File: src/rtl/opsamp_pkg.sv
package opsamp_pkg;
  localparam int LFSR_W = 16;
  localparam logic [LFSR_W-1:0] LFSR_SEED = 16'hACE1;
  localparam int JIT_W = 8;
  localparam int NUM_CNT = 3;

  // Maximal-length step: taps 16,14,13,11
  function automatic logic [LFSR_W-1:0] lfsr_next(input logic [LFSR_W-1:0] s);
    return {s[LFSR_W-2:0], s[15] ^ s[13] ^ s[12] ^ s[10]};
  endfunction
endpackage

File: src/rtl/opsamp_lfsr.sv
module opsamp_lfsr
  import opsamp_pkg::*;
(
  input  logic              clk,
  input  logic              rst,
  input  logic              step,
  output logic [JIT_W-1:0]  jit
);
  logic [LFSR_W-1:0] state_q;

  always_ff @(posedge clk) begin
    if (rst) state_q <= LFSR_SEED;
    else if (step) state_q <= lfsr_next(state_q);
  end

  assign jit = state_q[JIT_W-1:0];

  // A maximal-length register never reaches the all-zero lockup state
  AST_LFSR_ALIVE: assert property (@(posedge clk) disable iff (rst)
    step |=> state_q != '0);
endmodule

File: src/rtl/opsamp_countdown.sv
module opsamp_countdown
  import opsamp_pkg::*;
#(
  parameter int IVL_W   = 12,
  parameter int MIN_IVL = 64
) (
  input  logic             clk,
  input  logic             rst,
  input  logic             op_valid,
  input  logic             ivl_wr,
  input  logic [IVL_W-1:0] ivl_data,
  input  logic             jitter_en,
  input  logic [JIT_W-1:0] jit,
  output logic             hit,
  output logic             reload
);
  localparam int REM_W = IVL_W + 1;

  logic [IVL_W-1:0] ivl_q;
  logic [REM_W-1:0] rem_q;
  logic [IVL_W-1:0] src_ivl;
  logic [REM_W-1:0] base;
  logic [REM_W-1:0] reload_val;

  always_comb begin
    src_ivl    = ivl_wr ? ivl_data : ivl_q;
    base       = (src_ivl == '0) ? REM_W'(MIN_IVL) : REM_W'(src_ivl);
    reload_val = base + (jitter_en ? REM_W'(jit) : '0);
  end

  assign hit    = op_valid && !ivl_wr && (rem_q == REM_W'(1));
  assign reload = ivl_wr || hit;

  always_ff @(posedge clk) begin
    if (rst) begin
      ivl_q <= '0;
      rem_q <= REM_W'(MIN_IVL);
    end else if (ivl_wr) begin
      ivl_q <= ivl_data;
      rem_q <= reload_val;
    end else if (op_valid) begin
      if (hit) rem_q <= reload_val;
      else     rem_q <= rem_q - REM_W'(1);
    end
  end

  AST_DECREMENT: assert property (@(posedge clk) disable iff (rst)
    op_valid && !ivl_wr && rem_q > REM_W'(1) |=> rem_q == $past(rem_q) - REM_W'(1));
  AST_IDLE_HOLD: assert property (@(posedge clk) disable iff (rst)
    !op_valid && !ivl_wr |=> $stable(rem_q));
  AST_WRITE_STORES: assert property (@(posedge clk) disable iff (rst)
    ivl_wr |=> ivl_q == $past(ivl_data));
endmodule

File: src/rtl/opsamp_tracker.sv
module opsamp_tracker (
  input  logic clk,
  input  logic rst,
  input  logic sel,
  input  logic done,
  output logic accept,
  output logic clash,
  output logic busy_o,
  output logic pulse_o
);
  logic busy_q;
  logic pulse_q;
  logic free;

  assign free   = !busy_q || done;
  assign accept = sel && free;
  assign clash  = sel && !free;

  always_ff @(posedge clk) begin
    if (rst) begin
      busy_q  <= 1'b0;
      pulse_q <= 1'b0;
    end else begin
      busy_q  <= (busy_q && !done) || accept;
      pulse_q <= accept;
    end
  end

  assign busy_o  = busy_q;
  assign pulse_o = pulse_q;

  AST_PULSE_BUSY: assert property (@(posedge clk) disable iff (rst)
    pulse_q |-> busy_q);
  AST_DONE_CLEARS: assert property (@(posedge clk) disable iff (rst)
    busy_q && done && !sel |=> !busy_q);
  AST_CLASH_DROPS: assert property (@(posedge clk) disable iff (rst)
    sel && busy_q && !done |=> !pulse_q && busy_q);
  AST_SAME_CYCLE: assert property (@(posedge clk) disable iff (rst)
    sel && busy_q && done |=> pulse_q && busy_q);
endmodule

File: src/rtl/opsamp_satcnt.sv
module opsamp_satcnt #(
  parameter int CNT_W = 16
) (
  input  logic             clk,
  input  logic             rst,
  input  logic             inc,
  output logic [CNT_W-1:0] cnt
);
  localparam logic [CNT_W-1:0] TOP = '1;
  logic [CNT_W-1:0] cnt_q;

  always_ff @(posedge clk) begin
    if (rst) cnt_q <= '0;
    else if (inc && cnt_q != TOP) cnt_q <= cnt_q + CNT_W'(1);
  end

  assign cnt = cnt_q;

  AST_NO_OVERFLOW: assert property (@(posedge clk) disable iff (rst)
    cnt_q == TOP |=> cnt_q == TOP);
  AST_COUNT_STEP: assert property (@(posedge clk) disable iff (rst)
    inc && cnt_q != TOP |=> cnt_q == $past(cnt_q) + CNT_W'(1));
endmodule

File: src/rtl/op_sample_picker.sv
module op_sample_picker
  import opsamp_pkg::*;
#(
  parameter int IVL_W   = 12,
  parameter int MIN_IVL = 64,
  parameter int CNT_W   = 16
) (
  input  logic             clk,
  input  logic             rst,
  input  logic             op_valid,
  input  logic             smp_done,
  input  logic             ivl_wr,
  input  logic [IVL_W-1:0] ivl_data,
  input  logic             jitter_en,
  output logic             sample_pulse,
  output logic             busy,
  output logic [CNT_W-1:0] pop_count,
  output logic [CNT_W-1:0] pick_count,
  output logic [CNT_W-1:0] clash_count
);
  initial begin
    if (IVL_W < JIT_W) $error("IVL_W must be at least the jitter width");
    if (MIN_IVL < 1 || MIN_IVL >= (1 << IVL_W)) $error("MIN_IVL out of range");
  end

  logic [JIT_W-1:0] jit;
  logic hit, reload, accept, clash;
  logic [NUM_CNT-1:0] inc_vec;
  logic [CNT_W-1:0]   cnt_arr [NUM_CNT];

  opsamp_lfsr u_lfsr (
    .clk  (clk),
    .rst  (rst),
    .step (reload),
    .jit  (jit)
  );

  opsamp_countdown #(.IVL_W(IVL_W), .MIN_IVL(MIN_IVL)) u_cd (
    .clk       (clk),
    .rst       (rst),
    .op_valid  (op_valid),
    .ivl_wr    (ivl_wr),
    .ivl_data  (ivl_data),
    .jitter_en (jitter_en),
    .jit       (jit),
    .hit       (hit),
    .reload    (reload)
  );

  opsamp_tracker u_trk (
    .clk     (clk),
    .rst     (rst),
    .sel     (hit),
    .done    (smp_done),
    .accept  (accept),
    .clash   (clash),
    .busy_o  (busy),
    .pulse_o (sample_pulse)
  );

  assign inc_vec = {clash, accept, op_valid};

  for (genvar g = 0; g < NUM_CNT; g++) begin : g_cnt
    opsamp_satcnt #(.CNT_W(CNT_W)) u_cnt (
      .clk (clk),
      .rst (rst),
      .inc (inc_vec[g]),
      .cnt (cnt_arr[g])
    );
  end

  assign pop_count   = cnt_arr[0];
  assign pick_count  = cnt_arr[1];
  assign clash_count = cnt_arr[2];

  AST_PULSE_COUNTED: assert property (@(posedge clk) disable iff (rst)
    sample_pulse && $past(pick_count) != '1 |-> pick_count != $past(pick_count));
endmodule

File: config.mk
export PLATFORM = sky130hd
export DESIGN_NAME = op_sample_picker
export DESIGN_NICKNAME = d
export VERILOG_FILES = /design/src/rtl/opsamp_pkg.sv /design/src/rtl/opsamp_lfsr.sv /design/src/rtl/opsamp_countdown.sv /design/src/rtl/opsamp_tracker.sv /design/src/rtl/opsamp_satcnt.sv /design/src/rtl/op_sample_picker.sv
export SDC_FILE = /design/constraint.sdc
export NUM_CORES = 1
export LEC_CHECK = 0
export ABC_AREA = 1
export BUFFER_PORTS_ARGS = -buffer_cell sky130_fd_sc_hd__clkbuf_2
export CAP_MARGIN = 20
export CELL_PAD_IN_SITES_DETAIL_PLACEMENT = 2
export CELL_PAD_IN_SITES_GLOBAL_PLACEMENT = 2
export CORE_MARGIN = 5
export CORE_UTILIZATION = 29
export DETAILED_ROUTE_END_ITERATION = 16
export PLACE_DENSITY_LB_ADDON = 0.1
export SYNTH_ARGS = -nofsm -noshare
export SYNTH_HDL_FRONTEND = slang
export SYNTH_SLANG_ARGS = --single-unit
File: constraint.sdc
create_clock -name clk -period 2.05 [get_ports clk]
set_input_delay 0.205 -clock clk [delete_from_list [all_inputs] [get_ports clk]]
set_output_delay 0.205 -clock clk [all_outputs]
set_load 0.05 [all_outputs]
==> results.yml, run 1 <==
sta:
  fin_ws_ns: -0.0855
  fin_crit_ns: 2.14
  setup_viol: 4
  timing.hold.ws_ns: 0.225
  period_share_pct: 104
  final_max_slew_viol_count: 0
  rsz0062_at_grt: "yes"
  max_freq_mhz: 468
  relSlewSlack_pct: 72.1
  clock_skew_ns: 0.00908
  hold_violations: 0
  worst_pin_slew_ns: 0.415
route:
  wl_per_cell_um: 15.8
  wl_um: 18000
  route.detailed.drc: 0
  vias: 5484
  drtIter0Drc: 105
  firstDrtPassIters: 4
  viasPerCell: 4.82
  postRouteAntennaNets: 0
final_layout:
  stdcell_count: 1137
  fin_nets: 935
  syn2layout_area_growth_pct: 25.4
  fin_area_um2: 6570
  nFillCells: 2224
  drive_gt1_share_pct: 23.3
  antenna_cells: 0
power_and_ir_drop:
  p_clk_share_pct: 39.5
  p_switching_uw: 1280
  p_int_uw: 3100
  p_per_area_nw_per_um2: 666
  p_comb_share_pct: 17.2
  vdd_drop_max_uv: 377
  p_leak_uw: 0.00290
  sw_frac_of_total_pct: 29.2
  pwr-share-seq_pct: 43.3
global_route:
  grt_util_all_layers_pct: 17.9
  grt_remaining_overflow: 0
  grt_max_degree: 31
  first_global_vias: 6103
  antenna_found_initial: 0
  grt_pass1_wl_um: 30200
floorplanning:
  boundaryPins: 68
  dieArea_um2: 20900
  num_rows: 49
  fp.dieH_um: 144
  core_um2: 17900
  start_util_pct: 29.3
  die_x_um: 144
worst_hold_path:
  worstHoldPathType: "in -> reg"
clock_network:
  ctsHoldBuffers: 0
  cts_buffer_depth: 2
  clkLatencyLatePin_ns: 0.35
  cts.sink_count: 91
  cts_root_buf: "clkbuf_16"
  path_clk_slew_ns: 0.07
  htreeDepth: 3
  cts_tree: "built"
  cts_buffers: 9
critical_path:
  cp_slowest_cell: "dfxtp_2"
  cp.required_ns: 2.27
  max_stage_delay_ns: 0.32
  crit_type: "reg -> reg"
  arrival_ns: 2.35
  crit_path_start_kind: "flop"
  path_cells: "nand2_2, nand2_4, inv_2, nand4_1, o31ai_2, ha_1, nand2_1, inv_2, a21boi_2, nand2_2, nand3_1, nand2_1, nand3b_1, a21oi_1"
  critical_path.max_fanout: 4
  end_kind: "flop"
placement:
  dpl.hpwl_um: 14200
  io_buffers: 67
  placed_area_um2: 6150
  preCtsSetupSlack_ns: -0.459
  dp_cells: 1118
  gp_congestion: 0.838
status:
  violations: "negative setup slack"
  outcome: "finished with violations"
yosys:
  syn_nets: 824
  async_flop_share_pct: 0
  yosysSeqAreaShare_pct: 34.7
  yosysUniqueCellTypes: 43
  synth_area_um2: 5240
  synth_edf_count: 0
  syn_avg_cell_area_um2: 6.62
  synth_flop_cell: "dfxtp_1"
  yosys_warnings: 0
  ys_ff_latch: 91
  synthCells: 792
flow_run:
  drv_cap: 0
-- registers in the layout, indices dropped and copies added (netlist names) --
name	flops
u_trk.busy_o	1
u_cd.ivl_q	12
g_cnt.u_cnt.cnt	48
u_trk.pulse_o	1
u_lfsr.state_q	16
u_cd.rem_q	13
-- through the flow --
step                      utilization (%)   TNS, ns  power, uW
after global routing                 36.7     -1.08       4640
after global placement               34.4     -1.89       2620
after floorplan                         -  -0.00497       2370
after detailed placement             34.4     -3.17       2660
final                                36.7    -0.190       4380
after CTS                            36.4    -0.383       4460
-- power groups by stage --
stage | logic, uW | clock network, uW | registers [uW]
after floorplan | 440 | 0 | 1930
final | 754 | 1730 | 1900
after global placement | 692 | 0 | 1930
after detailed placement | 725 | 0 | 1940
after CTS | 754 | 1810 | 1890
after global routing | 848 | 1890 | 1900
-- worst paths after layout --
path	slack, ns	cells past startpoint	to	startpoint
max reg2reg	-0.09	14	u_cd.rem_q[12]	u_cd.ivl_q[0]
min reg2reg	0.46	2	u_lfsr.state_q[11]	u_lfsr.state_q[11]
min	0.22	4	u_trk.busy_o	smp_done
max	-0.09	14	u_cd.rem_q[12]	u_cd.ivl_q[0]
-- cells by family (layout without fill, tap and decap cells) --
| group | count (synthesis) | count (layout) | share of synthesized area (%) |
|---|---|---|---|
| flip-flops | 91 | 91 | 34.7 |
| AO/OA/AOI/OAI | 106 | 106 | 11.2 |
| AND/OR/NAND/NOR | 418 | 418 | 35.0 |
| adder cells (fa/ha/maj) | 14 | 14 | 3.48 |
| XOR/XNOR | 33 | 33 | 5.51 |
| buffers and inverters | 129 | 245 | 9.81 |
| multiplexers | 1 | 1 | 0.191 |
-- cells in the mapped netlist (all sizes together) (6+ instances only) --
| cell | count | share of area (%) |
|---|---|---|
| a21oi | 55 | 5.3 |
| a31oi | 6 | 0.72 |
| buf | 10 | 1.2 |
| clkbuf | 8 | 0.57 |
| dfxtp | 91 | 35 |
| ha | 13 | 3.1 |
| inv | 110 | 7.9 |
| nand2 | 213 | 16 |
| nand3 | 55 | 5.3 |
| nand4 | 13 | 1.6 |
| nor2 | 101 | 7.9 |
| nor3 | 26 | 3.0 |
| o21ai | 31 | 3.0 |
| xnor2 | 12 | 2.0 |
| xor2 | 21 | 3.5 |
-- layout make-up --
type	instances	area [um2]	share of cell area, %
multi-input combinational	572	3010	45.7
sequential	91	1830	27.8
timing repair buffer	118	731	11.1
inverter	111	420	6.40
tap	229	287	4.36
clock buffer	9	225	3.43
clock inverter	7	77.6	1.18
-- worst max-delay path, delay by kind of cell (launching register included) --
family                   cells  cell delay (ns)
flip-flops                   1             0.32
AND/OR/NAND/NOR              8             0.75
AO/OA/AOI/OAI                3             0.52
buffers and inverters        2             0.10
adder cells (fa/ha/maj)      1             0.32
-- per-layer routing --
metal	part of all wire, %	vias to the layer above	global-route usage (%)
li1	-	2743	-
met1	44	2668	21.1
met2	53	56	33.9
met3	2.2	17	2.25
met4	1.5	0	5.06
met5	0	-	0
-- placed cells by master, fill, tap and decap left out, types with 3 or more instances in the layout --
cell        instances
xnor2_1            12
clkinvlp_4          3
a21oi_2             5
nand2_4             4
o211ai_1            3
a21oi_1            50
nor2_4              3
nand4_1            13
a31oi_1             6
inv_2              15
clkbuf_16           9
dfxtp_1            87
a211oi_1            3
nor3_1             20
ha_1               11
and2_1              3
buf_4              50
nand3_2             4
nand2_2            20
dfxtp_2             4
nor3_2              6
clkbuf_2           67
xor2_1             21
o21ai_0            23
nor2_2              6
nand2_1           189
nand3_1            51
or2_1               4
o21ai_1             6
inv_1              94
nor2_1             92
-- what timing repair did --
action | in CTS | in global routing
buffers inserted | 2 | 1
endpoints found under the setup margin | 7 | 27
pin swaps | 15 | 14
gates resized for setup | 17 | 26
No activity file was read; power rests on OpenSTA's default activity.
==> inputs of run 2 (changes only) <==
--- a/config.mk
+++ b/config.mk
@@ -11,7 +11,7 @@
 export CELL_PAD_IN_SITES_DETAIL_PLACEMENT = 2
 export CELL_PAD_IN_SITES_GLOBAL_PLACEMENT = 2
 export CORE_MARGIN = 5
-export CORE_UTILIZATION = 29
+export CORE_UTILIZATION = 34
 export DETAILED_ROUTE_END_ITERATION = 16
 export PLACE_DENSITY_LB_ADDON = 0.1
 export SYNTH_ARGS = -nofsm -noshare
==> constraint.sdc (replaced) <==
create_clock -name clk -period 2.7 [get_ports clk]
set_input_delay 0.27 -clock clk [delete_from_list [all_inputs] [get_ports clk]]
set_output_delay 0.27 -clock clk [all_outputs]
set_load 0.05 [all_outputs]
==> run 2 against run 1 <==
  * The run now ends clean
  * Count of clock-buffer cells in the layout grew 2
  * Hold slack better by 0.075 ns
  * Critical path depth unchanged
  * Fmax shrank 9.9%
  * Setup slack better by 0.42 ns
  * Total power is 21% lower
  * Register-to-register slack better by 0.42 ns
  * Die area fell by 14%
  * Flip-flop and latch count is the same
  * Clock power fell by 10%
  * Sequential share of layout area grew 1.7 points
  * Global-route usage rose by 2.2 points
==> results.yml, run 2 (same netlist as run 1, synthesis figures left out) <==
clock_network:
  cts_buffers: 9
  path_clk_slew_ns: 0.07
  cts_tree: "built"
  cts_buffer_depth: 2
  htreeDepth: 3
  clkLatencyLatePin_ns: 0.36
  postCtsSetupBuffers: 0
  cts.sink_count: 91
  cts_resized: 0
  cts_root_buf: "clkbuf_16"
  ctsHoldBuffers: 0
sta:
  tns_ns: 0
  period_share_pct: 87.8
  relSlewSlack_pct: 57.1
  fin_crit_ns: 2.37
  final_max_slew_viol_count: 0
  worst_pin_slew_ns: 0.638
  timing.hold.ws_ns: 0.300
  max_freq_mhz: 422
  clock_skew_ns: 0.00859
  setup_viol: 0
  rsz0062_at_grt: "no"
  hold_violations: 0
final_layout:
  final_common_cell: "nand2_1"
  drive_gt1_share_pct: 14.8
  syn2layout_area_growth_pct: 17.9
  final_cell_mix: "204 x nand2_1, 102 x inv_1, 92 x nor2_1"
  stdcell_count: 1057
  fin_nets: 896
  largest_register_ffs: 48
  antenna_cells: 0
global_route:
  grt_max_degree: 49
  antenna_found_initial: 0
  grt_remaining_overflow: 0
  grt_util_all_layers_pct: 20.1
  first_global_vias: 5928
  grt_pass1_wl_um: 29600
worst_hold_path:
  min_from: "smp_done"
  holdPathEnd: "u_trk.busy_o"
  worstHoldPathCells: 4
  worstHoldPathType: "in -> reg"
critical_path:
  rrSetupSlack_ns: 0.33
  crit_path_start_kind: "flop"
  arrival_ns: 2.65
  critical_path.max_fanout: 4
  cp_slowest_cell: "fa_1"
  critPathLaunch: "u_cd.ivl_q[0]"
  reg2reg_depth: 14
  cp.buffers_inverters: 3
  crit_type: "reg -> reg"
  path_cells: "nand2_1, nand2_1, ha_1, inv_1, fa_1, inv_1, nand3_1, nand2_1, nand3_1, nand2_1, nand3_1, o21ai_0, inv_1, a21oi_1"
  reg2reg_to: "u_cd.rem_q[12]"
  max_stage_delay_ns: 0.39
  crit_top_cell: "nand2_1"
  cp.required_ns: 2.98
  end_kind: "flop"
  cp_top_family: "simple AND/OR/NAND/NOR gates"
  r2r-start: "u_cd.ivl_q[0]"
flow_run:
  drv_cap: 0
power_and_ir_drop:
  power_uw: 3480
  p_leak_uw: 0.00274
  vdd_drop_max_uv: 315
  p_per_area_nw_per_um2: 563
route:
  wl_um: 17700
  wl_per_cell_um: 16.8
  drtIter0Drc: 175
  postRouteAntennaNets: 0
  viasPerCell: 5.06
  vias: 5351
  route.detailed.drc: 0
  firstDrtPassIters: 4
floorplanning:
  core_um2: 15100
  fp.dieH_um: 134
  start_util_pct: 34.6
  dieArea_um2: 18000
  boundaryPins: 68
  die_x_um: 134
  num_rows: 45
placement:
  dpl.hpwl_um: 13300
  io_buffers: 67
  gp_congestion: 0.839
  dp_cells: 1041
status:
  outcome: "finished clean"
run 2: final cells by class:
| class | instances | area [um2] |
|---|---|---|
| tap | 188 | 235 |
| clock inverter | 5 | 125 |
| fill | 1869 | 8970 |
| timing repair buffer | 79 | 438 |
| inverter | 111 | 420 |
| multi-input combinational | 572 | 2910 |
| clock buffer | 11 | 233 |
| sequential | 91 | 1820 |
run 2: layer usage:
layer	global-route usage, %	routed length (um)	vias up	share of wire (%)
li1	-	-	2656	-
met4	6.62	272	0	1.5
met5	0	0	-	0
met2	37.5	9290	52	52
met3	2.74	352	19	2.0
met1	23.7	7810	2624	44
run 2: power by group:
part	internal, uW	switching [uW]
combinational	169	316
clock	998	556
sequential	1400	43.0
total	2560	915
run 2: per-stage QoR:
step / instance area (um2) / setup WS (ns) / util, %
detailed placement: 5820 / 0.00471 / 38.4
global placement: 5820 / 0.170 / 38.4
global route: 6180 / 0.0969 / 40.8
floorplan: 5240 / 0.516 / -
finish: 6180 / 0.331 / 40.8
CTS: 6180 / 0.267 / 40.8
run 2: tightest hold or removal path: cells and delay by family:
| family | cells | cell delay [ns] |
|---|---|---|
| and+or+nand+nor | 1 | 0.08 |
| buffers and inverters | 2 | 0.18 |
| AOI/OAI and AO/OA | 1 | 0.07 |
run 2: worst max path at each step:
stage                                 to  cells past startpoint  slack, ns
after global placement    u_cd.rem_q[12]                     14       0.17
after detailed placement  u_cd.rem_q[12]                     14      0.005
final                     u_cd.rem_q[12]                     14       0.33
after CTS                 u_cd.rem_q[12]                     14       0.27
after global routing      u_cd.rem_q[12]                     14        0.1
after floorplan           u_cd.rem_q[12]                     15       0.52
